`config.mk`:
```
export PLATFORM = sky130hd
export DESIGN_NAME = desc_dispatch
export DESIGN_NICKNAME = d
export VERILOG_FILES = /design/src/rtl/desc_dispatch.sv
export SDC_FILE = /design/constraint.sdc
export NUM_CORES = 1
export LEC_CHECK = 0
export BUFFER_PORTS_ARGS = -buffer_cell sky130_fd_sc_hd__clkbuf_2
export CORE_UTILIZATION = 54
export CTS_CLUSTER_DIAMETER = 30
export CTS_CLUSTER_SIZE = 30
export DETAILED_ROUTE_END_ITERATION = 10
export GPL_TIMING_DRIVEN = 0
export PLACE_DENSITY = 0.75
export SYNTH_ARGS = -nofsm -noshare
export SYNTH_HDL_FRONTEND = slang
export SYNTH_SLANG_ARGS = --single-unit
```
`constraint.sdc`:
```
create_clock -name clk -period 6.35 [get_ports clk]
set_clock_uncertainty 0.1 [all_clocks]
set_input_delay 1.27 -clock clk [delete_from_list [all_inputs] [get_ports clk]]
set_output_delay 1.27 -clock clk [all_outputs]
set_load 0.1 [all_outputs]
```
`src/rtl/desc_dispatch.sv`:
```
module desc_dispatch #(
  parameter int ADDR_W = 32,
  parameter int LEN_W  = 16,
  parameter int DEPTH  = 8,
  localparam int PTR_W = (DEPTH > 1) ? $clog2(DEPTH) : 1,
  localparam int CNT_W = $clog2(DEPTH + 1)
) (
  input  logic              clk,
  input  logic              rst_n,
  input  logic              push_valid,
  input  logic [ADDR_W-1:0] push_addr,
  input  logic [LEN_W-1:0]  push_len,
  input  logic              push_park,
  output logic              push_ready,
  output logic              cmd_valid,
  input  logic              cmd_ready,
  output logic [ADDR_W-1:0] cmd_addr,
  output logic [LEN_W-1:0]  cmd_len,
  input  logic              xfer_done,
  input  logic              stop,
  output logic              busy,
  output logic              q_empty,
  output logic              q_full,
  output logic [CNT_W-1:0]  q_level
);

  typedef enum logic [1:0] {S_IDLE, S_ISSUE, S_WAIT} state_t;

  localparam logic [CNT_W-1:0] FULL_LVL = CNT_W'(DEPTH);
  localparam logic [PTR_W-1:0] LAST_PTR = PTR_W'(DEPTH - 1);

  state_t            state;
  logic [ADDR_W-1:0] addr_q [DEPTH];
  logic [LEN_W-1:0]  len_q  [DEPTH];
  logic [DEPTH-1:0]  park_q;
  logic [PTR_W-1:0]  wr_ptr, rd_ptr;
  logic [CNT_W-1:0]  count;

  logic push_fire, accept, done_fire, keep_head, pop;

  assign push_ready = (count != FULL_LVL);
  assign push_fire  = push_valid && push_ready;
  assign accept     = (state == S_ISSUE) && cmd_ready;
  assign done_fire  = (state == S_WAIT) && xfer_done;
  assign keep_head  = park_q[rd_ptr] && (count == CNT_W'(1)) && !push_fire;
  assign pop        = done_fire && !keep_head;

  assign cmd_valid = (state == S_ISSUE);
  assign cmd_addr  = addr_q[rd_ptr];
  assign cmd_len   = len_q[rd_ptr];
  assign busy      = (state != S_IDLE);
  assign q_level   = count;
  assign q_empty   = (count == '0);
  assign q_full    = (count == FULL_LVL);

  always_ff @(posedge clk) begin
    if (push_fire) begin
      addr_q[wr_ptr] <= push_addr;
      len_q[wr_ptr]  <= push_len;
      park_q[wr_ptr] <= push_park;
    end
  end

  always_ff @(posedge clk) begin
    if (!rst_n) begin
      wr_ptr <= '0;
      rd_ptr <= '0;
      count  <= '0;
    end else begin
      if (push_fire) wr_ptr <= (wr_ptr == LAST_PTR) ? '0 : wr_ptr + 1'b1;
      if (pop)       rd_ptr <= (rd_ptr == LAST_PTR) ? '0 : rd_ptr + 1'b1;
      case ({push_fire, pop})
        2'b10:   count <= count + 1'b1;
        2'b01:   count <= count - 1'b1;
        default: count <= count;
      endcase
    end
  end

  always_ff @(posedge clk) begin
    if (!rst_n) begin
      state <= S_IDLE;
    end else begin
      case (state)
        S_IDLE:  if (count != '0 && !stop) state <= S_ISSUE;
        S_ISSUE: if (cmd_ready) state <= S_WAIT;
        S_WAIT:  if (xfer_done) state <= S_IDLE;
        default: state <= S_IDLE;
      endcase
    end
  end

  assert_cmd_hold_R10: assert property (@(posedge clk) disable iff (!rst_n)
    cmd_valid && !cmd_ready |=> cmd_valid && $stable(cmd_addr) && $stable(cmd_len));

  assert_one_outstanding_R3: assert property (@(posedge clk) disable iff (!rst_n)
    accept |=> !cmd_valid);

  assert_level_bound_R7: assert property (@(posedge clk) disable iff (!rst_n)
    q_level <= FULL_LVL);

  assert_empty_no_cmd_R9: assert property (@(posedge clk) disable iff (!rst_n)
    q_empty |-> !cmd_valid);

  assert_stop_holds_R8: assert property (@(posedge clk) disable iff (!rst_n)
    !busy && stop |=> !cmd_valid);

  assert_park_kept_R5: assert property (@(posedge clk) disable iff (!rst_n)
    done_fire && keep_head |=> q_level == CNT_W'(1));

endmodule

```
==> flow_summary.toml <==
[status]
outcome = "finished clean"

[grt]
grt_antenna_before_repair = 3
globalRouteTotalUtil_pct = 23.4
first_global_vias = 8470
first_pass_grt_wire_length_mm = 51.3
maximum_number_of_pins_on_one_net_before_global_route_repair = 25
grt_overflow_total = 0

[synthesis]
synth.area.top_cells = "edfxtp_1, mux4_2, mux2_4"
netlist.top_cell.by_area = "edfxtp_1"
post_synth_xor_area_fraction_pct = 0.166
synth.net_count = 735
synth_largest_type_area_fraction_pct = 74.3
synth-edff-count = 392
synth_cell_types = 44
synthCells = 671
synth_simple_gate_area_share_pct = 1.84
mappedNetlistArea_mm2 = 0.0158
yosys-mux-area-fraction_pct = 18.7
portion_of_the_post_synthesis_area_used_by_sequential_elements_pct = 76.2
ys_async_sr_fraction_pct = 0
synthesized_area_fraction_occupied_by_ao_oa_aoi_and_oai_cells_pct = 0.798
synth_top_family_by_area = "multiplexers"
postSynthAreaPerCell_um2 = 23.6
ys.flop_type = "edfxtp_1"
yosysWarningCount = 0
synth_adder_area_share_pct = 0.711
postSynthRegisterBits = 407

[detailed_routing]
routed_wire_length_per_instance_um = 25.6
route.final.wire_length_mm = 33.9
drtAntennaViolNets = 0
dr.first_iter.drc_count = 900
vias = 7846
detailedRoute.firstPassIterationCount = 4
post_dr_vias_cell = 5.92
post-route-drc-count = 0

[timing]
finalWorstPathRequiredPeriod_ns = 4.37
actual_slew_at_the_worst_max_slew_pin_ns = 1.11
hold-worst-slack_ns = 0.412
grt_setup_unrepaired = "false"
layout_worst_path_cycle_share_pct = 68.8
setup_ws_ns = 1.98
tns_ns = 0
max_freq_mhz = 229
finalSetupViolations = 0
timing.slew.headroom_pct = 25.8
slew_viol_final = 0
report.final.hold_viol_count = 0

[critical_path]
worstReg2RegStart = "q_level[0]$_SDFFE_PN0P_"
critical-path-top-delay-family = "buffers and inverters"
worstSetupStartpointType = "flip-flop"
worstPathRequired_ns = 4.98
end_kind = "output port"
crit_buf_inv = 4
critical-path-top-cell-by-count = "buf_2"
criticalPathCategory = "flip-flop to output port"
crit_path_max_incr_delay_ns = 0.38
regToRegSetupSlack_ns = 2.99
r2r_cells = 9
cpMaxStageDelayCell = "mux4_2"
worst_ep_arrival_time_ns = 3.00
cell_chain_critical_path = "clkbuf_1 -> buf_2 -> buf_2 -> mux4_2 -> mux2_4 -> clkbuf_2"
endpoint_of_the_lowest_slack_register_to_register_path = "addr_q[4][15]$_DFFE_PP_"
cp_max_fo = 10

[floorplanning]
fp.coreArea_mm2 = 0.0288
io_pins = 112
die_w_um = 173
die_area_mm2 = 0.0300
num_rows = 62
start_util_pct = 55.0
die_y_um = 173

[final_layout]
instances_no_fill = 1325
design.final.nets = 949
share_of_final_layout_standard_cells_stronger_than_drive_strength_1_pct = 46.1
area.sequential_mm2 = 0.0121
fillCellCount = 1676
area.growth.synth_to_final_pct = 24.5
mostFrequentLayoutCells = "edfxtp_1, clkbuf_2, mux4_2"
layout_commonest_cell = "edfxtp_1"
fin_area_mm2 = 0.0197
final_core_util_pct = 68.5
multi_input_area_mm2 = 0.00359

[worst_hold_path]
min_delay_worst_endpoint = "state[0]$_SDFFE_PN0P_"
holdCritPathClass = "flip-flop to flip-flop"
holdCritStartpoint = "state[1]$_SDFFE_PN0P_"
worstHoldPathCells = 1

[power_and_ir_drop]
power_leakage_nw = 6.67
vdd_ir_drop_max_mv = 0.219
power_density_relative_to_cell_area_mw_per_mm2 = 357
power_total_mw = 7.05

[clocking]
root_buffer = "clkbuf_16"
cts_tree = "done"
cts_max_path_buffers = 3
cts_htree_levels = 3
cts_inserted_buffers = 68
cts.hold.buffers_added = 0
clk-insertion-delay-late_ns = 0.55
number_of_clock_sinks_seen_by_cts = 407
clk_transition_reported_paths_ns = 0.05
cts_setup_buffers = 0
cts_resized = 0

[placement]
place_congestion = 0.778
io_buffer_count = 111
worst_setup_slack_before_clock_tree_synthesis_ns = 2.57
post-dp-hpwl_mm = 20.5
postPlaceCellArea_mm2 = 0.0174
post-place-cells = 1199

[run]
maxCapViolCount = 0
## flip-flops by register name, summed over array words and instances (netlist names), named ones only
signal and count:
rd_ptr 3, q_level 4, park_q 8, addr_q 256
len_q 128, state 2, wr_ptr 3
## Yosys cell counts (all sizes together), types with 2 or more instances
library cell	count
a21boi	4
a21oi	5
a32oi	2
and2	3
buf	17
clkbuf	13
dfxtp	15
edfxtp	392
ha	9
inv	4
mux2	50
mux2i	2
mux4	98
nand2	9
nand2b	2
nand3	5
nand3b	2
nor2	6
nor2b	3
nor3	6
nor3b	3
nor4b	2
o21ai	5
or3	2
xnor2	2
## how the worst max path moves through the flow
| stage | startpoint | depth (start not counted) | end | slack [ns] |
|---|---|---|---|---|
| finish | flip-flop | 6 | cmd_len[13] | 1.98 |
| global route | flip-flop | 6 | cmd_addr[25] | 1.87 |
| CTS | flip-flop | 6 | cmd_addr[29] | 1.93 |
| detailed placement | flip-flop | 6 | cmd_addr[29] | 2.57 |
| global placement | push_valid | 3 | addr_q[6][16]$_DFFE_PP_ | -2.90 |
| floorplan | q_level[0]$_SDFFE_PN0P_ | 5 | addr_q[4][0]$_DFFE_PP_ | -0.22 |
## layer usage
| layer | GRT usage, % | vias up | routed length, um |
|---|---|---|---|
| met4 | 8.11 | 2 | 592 |
| li1 | - | 3324 | - |
| met3 | 5.18 | 49 | 2450 |
| met5 | 0 | - | 12 |
| met1 | 30.8 | 4101 | 13300 |
| met2 | 38.8 | 370 | 17600 |
## power breakdown
group,switching [mW],internal (mW)
Clock,1.31,2.25
Combinational,0.334,0.125
Sequential,0.0204,3.00
## cell type report
| type | instances | area share (%) |
|---|---|---|
| diodes | 1 | 0.0127 |
| plain buffers | 30 | 1.16 |
| clock buffers | 73 | 8.88 |
| clock inverters | 52 | 2.65 |
| inverters | 4 | 0.0762 |
| multi-input cells | 230 | 18.2 |
| flip-flops and latches | 407 | 61.2 |
| well taps | 384 | 2.44 |
| repair buffers | 144 | 5.34 |
## cells by family after synthesis
| family | count (synthesis) |
|---|---|
| fa+ha+maj | 9 |
| simple gates | 49 |
| flops | 407 |
| mux | 150 |
| buf+inv | 34 |
| xor+xnor | 3 |
| compound gates | 19 |
Power figures use the tool's default switching activity.
